--- src/rtl/fbp_pkg.sv ---
package fbp_pkg;

    localparam logic [7:0] CMD_BUF_START = 8'hE8;
    localparam logic [7:0] CMD_COMMIT    = 8'hD0;
    localparam logic [7:0] ST_READY      = 8'h80;
    localparam logic [7:0] ST_SEQ_ERR    = 8'h20;
    localparam logic [7:0] ST_PGM_ERR    = 8'h10;
    localparam logic [7:0] XS_BUF_AVAIL  = 8'h80;
    localparam logic [7:0] BYTE_ERASED   = 8'hFF;

    typedef enum logic [2:0] {
        PH_IDLE,
        PH_COUNT,
        PH_DATA,
        PH_CONFIRM,
        PH_WRITE,
        PH_VERIFY
    } phase_t;

    typedef enum logic [1:0] {
        RM_ARRAY  = 2'd0,
        RM_STATUS = 2'd1,
        RM_EXT    = 2'd2
    } rmode_t;

    typedef struct packed {
        logic in_block;
        logic in_window;
    } addr_chk_t;

    function automatic logic [7:0] abort_status(input logic [7:0] cur);
        return cur | ST_READY | ST_SEQ_ERR | ST_PGM_ERR;
    endfunction

endpackage

--- src/rtl/fbp_window.sv ---
module fbp_window
    import fbp_pkg::*;
#(
    parameter int AW       = 21,
    parameter int BLK_BITS = 16,
    parameter int IDX_W    = 5
) (
    input  logic [AW-1:0]          cand,
    input  logic [AW-BLK_BITS-1:0] ref_blk,
    input  logic [AW-1:0]          win_start,
    input  logic [IDX_W-1:0]       last_off,
    output addr_chk_t              chk,
    output logic [IDX_W-1:0]       off
);
    localparam int PAD = AW - IDX_W;

    logic [AW-1:0] diff;
    logic [AW-1:0] last_wide;

    assign diff          = cand - win_start;
    assign last_wide     = {{PAD{1'b0}}, last_off};
    assign chk.in_block  = (cand[AW-1:BLK_BITS] == ref_blk);
    assign chk.in_window = (cand >= win_start) && (diff <= last_wide);
    assign off           = diff[IDX_W-1:0];
endmodule

--- src/rtl/fbp_buffer.sv ---
module fbp_buffer
    import fbp_pkg::*;
#(
    parameter int IDX_W = 5
) (
    input  logic             clk,
    input  logic             fill,
    input  logic             we,
    input  logic [IDX_W-1:0] widx,
    input  logic [7:0]       wdata,
    input  logic [IDX_W-1:0] ridx,
    output logic [7:0]       rdata
);
    localparam int DEPTH = 1 << IDX_W;

    logic [7:0] slot [DEPTH];

    for (genvar g = 0; g < DEPTH; g++) begin : g_slot
        always_ff @(posedge clk) begin
            if (fill)
                slot[g] <= BYTE_ERASED;
            else if (we && (widx == IDX_W'(g)))
                slot[g] <= wdata;
        end
    end

    assign rdata = slot[ridx];
endmodule

--- src/rtl/flash_bufprog.sv ---
module flash_bufprog
    import fbp_pkg::*;
#(
    parameter int AW       = 21,
    parameter int BLK_BITS = 16,
    parameter int IDX_W    = 5
) (
    input  logic          clk,
    input  logic          rst,
    input  logic          cmd_we,
    input  logic [AW-1:0] cmd_addr,
    input  logic [7:0]    cmd_data,
    output logic [7:0]    status,
    output logic [7:0]    ext_status,
    output logic [1:0]    read_mode,
    output logic          mem_we,
    output logic [AW-1:0] mem_addr,
    output logic [7:0]    mem_wdata,
    input  logic [7:0]    mem_rdata
);
    localparam int BW  = AW - BLK_BITS;
    localparam int CW  = IDX_W + 1;
    localparam int PAD = AW - IDX_W;

    phase_t           phase;
    rmode_t           rmode;
    logic [BW-1:0]    rec_blk;
    logic [AW-1:0]    start_addr;
    logic [IDX_W-1:0] last_off;
    logic [CW-1:0]    left;
    logic             first_pending;
    logic [IDX_W-1:0] cidx;
    logic [7:0]       stat_q;
    logic [7:0]       xstat_q;

    addr_chk_t        chk;
    logic [IDX_W-1:0] woff;
    logic             data_ok;
    logic             buf_fill;
    logic             buf_we;
    logic [IDX_W-1:0] buf_widx;
    logic [7:0]       buf_rd;
    logic             verify_bad;

    fbp_window #(.AW(AW), .BLK_BITS(BLK_BITS), .IDX_W(IDX_W)) u_win (
        .cand      (cmd_addr),
        .ref_blk   (rec_blk),
        .win_start (start_addr),
        .last_off  (last_off),
        .chk       (chk),
        .off       (woff)
    );

    assign data_ok  = first_pending ? chk.in_block : chk.in_window;
    assign buf_fill = (phase == PH_IDLE) && cmd_we && (cmd_data == CMD_BUF_START);
    assign buf_we   = (phase == PH_DATA) && cmd_we && data_ok;
    assign buf_widx = first_pending ? '0 : woff;

    fbp_buffer #(.IDX_W(IDX_W)) u_buf (
        .clk   (clk),
        .fill  (buf_fill),
        .we    (buf_we),
        .widx  (buf_widx),
        .wdata (cmd_data),
        .ridx  (cidx),
        .rdata (buf_rd)
    );

    assign mem_we     = (phase == PH_WRITE);
    assign mem_addr   = start_addr + {{PAD{1'b0}}, cidx};
    assign mem_wdata  = buf_rd;
    assign verify_bad = (mem_rdata != buf_rd);

    assign status     = stat_q;
    assign ext_status = xstat_q;
    assign read_mode  = rmode;

    always_ff @(posedge clk) begin
        if (rst) begin
            phase         <= PH_IDLE;
            rmode         <= RM_ARRAY;
            rec_blk       <= '0;
            start_addr    <= '0;
            last_off      <= '0;
            left          <= '0;
            first_pending <= 1'b0;
            cidx          <= '0;
            stat_q        <= ST_READY;
            xstat_q       <= 8'h00;
        end else begin
            case (phase)
                PH_IDLE: begin
                    if (buf_fill) begin
                        rec_blk <= cmd_addr[AW-1:BLK_BITS];
                        xstat_q <= XS_BUF_AVAIL;
                        rmode   <= RM_EXT;
                        phase   <= PH_COUNT;
                    end
                end
                PH_COUNT: begin
                    if (cmd_we) begin
                        last_off      <= cmd_data[IDX_W-1:0];
                        left          <= CW'(cmd_data[IDX_W-1:0]) + CW'(1);
                        first_pending <= 1'b1;
                        stat_q        <= stat_q & ~ST_READY;
                        rmode         <= RM_STATUS;
                        phase         <= PH_DATA;
                    end
                end
                PH_DATA: begin
                    if (cmd_we) begin
                        if (!data_ok) begin
                            stat_q <= abort_status(stat_q);
                            phase  <= PH_IDLE;
                        end else begin
                            if (first_pending) begin
                                start_addr    <= cmd_addr;
                                first_pending <= 1'b0;
                            end
                            left <= left - CW'(1);
                            if (left == CW'(1))
                                phase <= PH_CONFIRM;
                        end
                    end
                end
                PH_CONFIRM: begin
                    if (cmd_we) begin
                        if (cmd_data == CMD_COMMIT) begin
                            cidx  <= '0;
                            phase <= PH_WRITE;
                        end else begin
                            stat_q <= abort_status(stat_q);
                            phase  <= PH_IDLE;
                        end
                    end
                end
                PH_WRITE: begin
                    phase <= PH_VERIFY;
                end
                PH_VERIFY: begin
                    if (cidx == last_off) begin
                        stat_q <= stat_q | ST_READY | (verify_bad ? ST_PGM_ERR : 8'h00);
                        phase  <= PH_IDLE;
                    end else begin
                        if (verify_bad)
                            stat_q <= stat_q | ST_PGM_ERR;
                        cidx  <= cidx + IDX_W'(1);
                        phase <= PH_WRITE;
                    end
                end
                default: phase <= PH_IDLE;
            endcase
        end
    end
endmodule

--- config.mk ---
export PLATFORM = sky130hd
export DESIGN_NAME = flash_bufprog
export DESIGN_NICKNAME = d
export VERILOG_FILES = /design/src/rtl/fbp_pkg.sv /design/src/rtl/fbp_window.sv /design/src/rtl/fbp_buffer.sv /design/src/rtl/flash_bufprog.sv
export SDC_FILE = /design/constraint.sdc
export NUM_CORES = 1
export LEC_CHECK = 0
export BUFFER_PORTS_ARGS = -buffer_cell sky130_fd_sc_hd__clkbuf_2
export CAP_MARGIN = 20
export CELL_PAD_IN_SITES_DETAIL_PLACEMENT = 1
export CELL_PAD_IN_SITES_GLOBAL_PLACEMENT = 2
export CORE_MARGIN = 5
export CORE_UTILIZATION = 44
export CTS_BUF_LIST = sky130_fd_sc_hd__clkbuf_4 sky130_fd_sc_hd__clkbuf_8
export DETAILED_ROUTE_END_ITERATION = 6
export HOLD_SLACK_MARGIN = 0.02
export PLACE_DENSITY = 0.87
export RECOVER_POWER = 100
export SETUP_SLACK_MARGIN = 0.2
export SYNTH_ARGS = -nofsm -noshare
export SYNTH_HDL_FRONTEND = slang
export SYNTH_SLANG_ARGS = --single-unit
export TNS_END_PERCENT = 5
--- constraint.sdc ---
create_clock -name clk -period 5.59 [get_ports clk]
set_input_delay 0.2795 -clock clk [delete_from_list [all_inputs] [get_ports clk]]
set_output_delay 0.2795 -clock clk [all_outputs]
set_load 0.01 [all_outputs]
Word level (Yosys, flattened, before mapping)
Memories as Yosys holds them, arrays and structs flattened. A register that Yosys moved wholly into a read port is not among the register bits.
Index checks and enable logic that the tools add are counted.
{"block": "word_totals", "regBits": 57, "mem_bits_rw": 256, "memories": 1}
{"block": "classes", "n_addsub": 5, "order_cmp": 2, "n_eq_ne": 54, "n_mux": 167, "bitwise_logic": 36, "reduce_logical": 55}
{"memory": "u_buf.slot", "words": 32, "width": 8, "read_ports": 1, "rd_ports_with_merged_regs": 1, "wr": 32, "line": "fbp_buffer.sv:16", "source": "logic [7:0] slot [DEPTH];"}
{"cell": "$mux 8", "n": 38}
{"cell": "$mux 1", "n": 102}
{"cell": "$eq 5x5->1 const B", "n": 16}
{"cell": "$eq 5x4->1 const B", "n": 8}
{"cell": "$mux 5", "n": 8}
{"cell": "$logic_and 1x1->1", "n": 37}
{"cell": "$or 1x1->1", "n": 32}
{"cell": "$pmux 8 s4", "n": 1}
{"cell": "$mux 3", "n": 8}
{"cell": "$add 21x5->21", "n": 1}
{"cell": "$ge 21x21->1", "n": 1}
{"cell": "$le 21x5->1", "n": 1}
{"cell": "$reduce_and 7->1", "n": 3}
{"cell": "$sub 21x21->21", "n": 1}
{"cell": "$eq 5x3->1 const B", "n": 4}
{"cell": "$ne 2x2->1 const B", "n": 10}
{"cell": "$mux 6", "n": 3}
{"cell": "$pmux 3 s6", "n": 1}
{"cell": "$eq 8x8->1 const B", "n": 2}
{"cell": "$pmux 6 s2", "n": 1}
{"cell": "$reduce_and 4->1", "n": 3}
{"cell": "$eq 5x2->1 const B", "n": 2}
{"cell": "$eq 5x5->1", "n": 2}
{"cell": "$pmux 5 s2", "n": 1}
{"cell": "other kinds (24)", "n": 33}

Logic depth before layout (Yosys ltp)
{"block": "depth", "ltp_word": 10, "ltp_mapped": 22, "depth_no_buf": 19}

Cells and area by module
Synthesis repeated with hierarchy kept, for this count alone.
{"block": "unflattened", "cells_unflattened": 1316, "hier_area_um2": 16473.3}
{"module": "fbp_buffer", "n_inst": 1, "cells_each": 746, "area_per_inst_um2": 11996.5, "seq_area_each_um2": 7687.4}
{"module": "flash_bufprog", "n_inst": 1, "cells_each": 364, "area_per_inst_um2": 3066.7, "seq_area_each_um2": 1041.0}
{"module": "fbp_window", "n_inst": 1, "cells_each": 206, "area_per_inst_um2": 1410.1, "seq_area_each_um2": 0.0}

Worst setup path after synthesis
OpenSTA, ideal clock, no wires.
{"block": "synth_path", "path_kind": "input -> register", "start": "in cmd_addr[0]", "end": "mem u_buf.slot[10][0], enable pin", "setup_ns": 0.384, "arrival_ns": 4.451, "t_required_ns": 5.206, "path_slack_ns": 0.754, "stages": 21, "cell_sequence": "inv_1 ha_1 fa_1 nand2b_1 nand2b_1 a21o_1 xnor2_1 inv_1 ha_1 o22ai_1 a21oi_1 nor3_1 nand3_1 or4_4 nor4b_4 o21ai_2 buf_6 or2_1 buf_6 buf_6 o21ai_0"}
{"item": "start, declared", "line": "flash_bufprog.sv:11", "source": "input logic [AW-1:0] cmd_addr,"}
{"item": "end, declared", "line": "fbp_buffer.sv:16"}

==> impl_metrics.prom <==
# TYPE chip_impl_metric gauge
chip_impl_metric{name="synthesis.area",unit="µm²"} 16700
chip_impl_metric{name="syn-mean-instance-area",unit="µm²"} 11.5
chip_impl_metric{name="dieArea",unit="µm²"} 42000
chip_impl_metric{name="global_route.usage.total",unit="%"} 23.8
chip_impl_metric{name="mean_routed_wirelength_per_cell",unit="µm"} 24.2
chip_impl_metric{name="register_bit_count_reported_by_yosys",unit=""} 313
chip_impl_metric{name="hold_path_stages",unit=""} 4
chip_impl_metric{name="routed_via_density",unit=""} 5.93
chip_impl_metric{name="edff_count_synth",unit=""} 256
chip_impl_metric{name="postRouteWirelength",unit="µm"} 50100
chip_impl_metric{name="drt_iter0_drc",unit=""} 926
chip_impl_metric{name="place_inst",unit=""} 1950
chip_impl_metric{name="via_count_of_the_first_global_routing_pass",unit=""} 12800
chip_impl_metric{name="fmax",unit="GHz"} 0.192
chip_impl_info{name="startpoint",value="start_addr[0]"} 1
chip_impl_info{name="run_status",value="finished, violations left"} 1
chip_impl_metric{name="path_clk_slew",unit="ns"} 0.06
chip_impl_metric{name="final_util",unit="%"} 49.9
chip_impl_metric{name="p_leak",unit="nW"} 6.49
chip_impl_metric{name="grt_util_met3",unit="%"} 4.48
chip_impl_metric{name="port_buffers",unit=""} 75
chip_impl_metric{name="clk-insertion-delay-late",unit="ns"} 0.65
chip_impl_metric{name="cts-buffers-inserted",unit=""} 52
chip_impl_metric{name="dr_total_vias",unit=""} 12300
chip_impl_metric{name="globalRouteMet1Util",unit="%"} 30.6
chip_impl_info{name="cp-start-kind",value="register"} 1
chip_impl_metric{name="tightestPinTransition",unit="ns"} 2.07
chip_impl_metric{name="final-instance-count-excl-fill",unit=""} 2069
chip_impl_metric{name="synth_cell_type_count",unit=""} 69
chip_impl_metric{name="globalplace.congestion",unit=""} 0.846
chip_impl_metric{name="coreArea",unit="µm²"} 37600
chip_impl_info{name="top_flip_flop_cell_by_instance_count_after_synthesis",value="edfxtp_1"} 1
chip_impl_info{name="holdCritStartpoint",value="rst"} 1
chip_impl_metric{name="layout-area-overhead-vs-synth",unit="%"} 11.9
chip_impl_info{name="violations_in_the_final_reports",value="max-capacitance violations, max-slew violations"} 1
chip_impl_metric{name="antenna_violations_before_repair",unit=""} 1
chip_impl_metric{name="min_period_over_period",unit="%"} 93.2
chip_impl_metric{name="cp_max_fo",unit=""} 30
chip_impl_metric{name="synth.yosys.seq_area_share",unit="%"} 52.7
chip_impl_metric{name="power.ir.vdd_worst",unit="V"} 0.000189
chip_impl_metric{name="overall_die_width",unit="µm"} 205
chip_impl_metric{name="maxSlewHeadroom",unit="%"} -37.9
chip_impl_metric{name="max_cap_violation_count",unit=""} 3
chip_impl_metric{name="setup_viol",unit=""} 0
chip_impl_metric{name="postSynthCellCount",unit=""} 1450
chip_impl_metric{name="drtPass1Iterations",unit=""} 5
chip_impl_metric{name="detail_route.drc_violations",unit=""} 0
chip_impl_info{name="worst-setup-path-type",value="register to register"} 1
chip_impl_info{name="grt_most_used_layer",value="met2"} 1
chip_impl_metric{name="placement.setup.worst_slack",unit="ns"} 0.276
chip_impl_metric{name="cts.repair_timing.setup_buffer_count",unit=""} 0
chip_impl_metric{name="std_cell_rows",unit=""} 71
chip_impl_metric{name="finalWorstSetupSlack",unit="ns"} 0.382
chip_impl_metric{name="dieHeight",unit="µm"} 205
chip_impl_metric{name="filler_cell_count",unit=""} 3980
chip_impl_info{name="mostFrequentLayoutCells",value="256 x edfxtp_1, 143 x or3_1, 91 x nand2_1"} 1
chip_impl_metric{name="final_hold_viol_count",unit=""} 0
chip_impl_info{name="ctsRootBufferMaster",value="clkbuf_8"} 1
chip_impl_info{name="min_delay_worst_endpoint",value="start_addr[0]"} 1
chip_impl_metric{name="power_density",unit="nW/µm²"} 268
chip_impl_metric{name="tritoncts_num_sinks",unit=""} 313
chip_impl_metric{name="fin_total_pwr",unit="mW"} 5.02
chip_impl_metric{name="antennaDiodeCount",unit=""} 0
chip_impl_metric{name="ctsLongestPathBuffers",unit=""} 3
chip_impl_metric{name="totalNegativeSetupSlack",unit="ns"} 0
chip_impl_info{name="layout_commonest_cell",value="edfxtp_1"} 1
chip_impl_info{name="holdCritPathClass",value="input port to register"} 1
chip_impl_metric{name="place_hpwl",unit="µm"} 34000
chip_impl_metric{name="worst-r2r-setup-slack",unit="ns"} 0.38
chip_impl_metric{name="final-max-slew-violation-count",unit=""} 113
chip_impl_info{name="critical_path.reg2reg.startpoint",value="start_addr[0]"} 1
chip_impl_info{name="tritoncts_clock_tree",value="done"} 1
chip_impl_metric{name="boundaryPins",unit=""} 88
chip_impl_metric{name="cp.arrival",unit="ns"} 5.54
chip_impl_metric{name="finish.net_count",unit=""} 1594
chip_impl_metric{name="synthesis.yosys.warnings",unit=""} 0
chip_impl_info{name="grt_setup_unrepaired",value="true"} 1
chip_impl_metric{name="drtAntennaViolNets",unit=""} 0
chip_impl_metric{name="data_required_time_at_the_worst_endpoint",unit="ns"} 5.93
chip_impl_metric{name="htree_levels",unit=""} 2
chip_impl_metric{name="synth_async_sr_flop_share",unit="%"} 0
chip_impl_info{name="endpoint_of_the_most_critical_register_to_register_path",value="u_buf.slot[28][4]"} 1
chip_impl_info{name="endpoint_kind",value="register"} 1
chip_impl_metric{name="skew",unit="ns"} 0.0293
chip_impl_metric{name="final_layout_size_suffix_gt1_share",unit="%"} 17.8
chip_impl_metric{name="grt.overflow.total",unit=""} 0
chip_impl_metric{name="post-route-min-period",unit="ns"} 5.21
chip_impl_metric{name="logic_depth_of_the_worst_register_to_register_path",unit=""} 18
chip_impl_metric{name="grt_first_pass_wirelength",unit="µm"} 76700
chip_impl_metric{name="grtUsageMet2",unit="%"} 40.0
chip_impl_metric{name="floorplan.initialDensity",unit="%"} 44.6
chip_impl_metric{name="grt_start_max_net_pins",unit=""} 73
cells in the mapped netlist (all sizes together) (20+ instances only):
master,n,area share [%]
a21oi,46,1.4
a22oi,21,0.94
buf,47,2.0
clkbuf,94,2.1
dfxtp,57,6.8
edfxtp,256,46
ha,36,2.7
inv,50,1.1
mux2i,30,1.8
mux4,52,7.0
nand2,91,2.0
nand2b,28,1.0
nand3,42,1.3
nor2,61,1.4
nor3,20,0.63
o21ai,51,1.6
o31ai,25,1.1
or2,55,2.1
or3,143,5.3
or4,67,3.0
xnor2,31,1.6
xor2,21,1.1
sequential cells by signal, summed over array words and instances, names as in the netlist, named ones only:
name / count
first_pending: 1
cidx: 5
start_addr: 21
left: 6
last_off: 5
u_buf.slot: 256
status: 3
rec_blk: 5
read_mode: 2
ext_status: 1
phase: 3
worst max-delay path by stage:
stage | slack [ns] | cells after the start | end
2_1_floorplan | 0.75 | 21 | u_buf.slot[10][0]
3_3_place_gp | 0.45 | 20 | u_buf.slot[17][6]
4_1_cts | 0.40 | 18 | u_buf.slot[24][2]
6_report | 0.38 | 18 | u_buf.slot[28][4]
3_5_place_dp | 0.28 | 20 | u_buf.slot[24][1]
5_1_grt | 0.06 | 18 | u_buf.slot[10][5]
power by group:
part           switching, mW  total (mW)  internal (mW)
sequential           0.00210        2.49           2.49
clock                   1.01        2.25           1.23
combinational          0.200       0.283         0.0825
total                   1.21        5.02           3.81
cell type report:
cell class	instances	area, µm²	area share [%]
clock buffer	63	798	4.26
inverter	50	188	1.00
tap	511	639	3.41
sequential	313	8830	47.1
clock inverter	33	329	1.76
timing repair buffer	142	875	4.67
multi-input combinational	957	7080	37.8
metal layers:
| metal | share of wire (%) | wire (µm) |
|---|---|---|
| met1 | 40 | 20200 |
| met2 | 49 | 24600 |
| met3 | 6.9 | 3460 |
| met4 | 3.7 | 1860 |
| met5 | 0.014 | 7 |
worst max-delay path: stages (launching register included):
cell	delay (ns)
dfxtp_1	0.34
ha_1	0.21
fa_1	0.41
nand2b_1	0.18
nand2b_1	0.08
a21o_1	0.12
xnor2_1	0.24
inv_1	0.17
ha_1	0.23
a211oi_1	0.24
a21oi_1	0.11
nor3_1	0.21
nand3_1	0.12
or4_4	0.58
nor4b_4	0.35
o21ai_4	0.23
or2_1	0.54
o21ai_0	0.26
clkbuf_2	0.28
timing repair:
action                                 CTS  global route
setup endpoints to repair                0           193
hold buffers                            22             0
endpoints found under the hold margin   27             0
resized for setup                        0             2
metrics by stage:
stage                     cell area (µm²)  hold WS, ns
after floorplan                     16800        0.410
after global placement              17500        0.451
after detailed placement            17500        0.460
after CTS                           18800        0.177
after global routing                18700        0.194
final                               18700        0.190
logic make-up (layout without fill, tap and decap cells):
group / after synthesis / count (layout) / synth area share (%)
simple gates: 550 / 550 / 18.6
flops: 313 / 313 / 52.7
compound gates: 220 / 220 / 8.71
buf+inv: 191 / 288 / 5.27
mux: 85 / 85 / 8.99
xor+xnor: 52 / 52 / 2.72
fa+ha+maj: 38 / 38 / 2.93
other cells: 1 / 12 / 0.0224
Note: power is estimated with default switching activity, not from simulation.
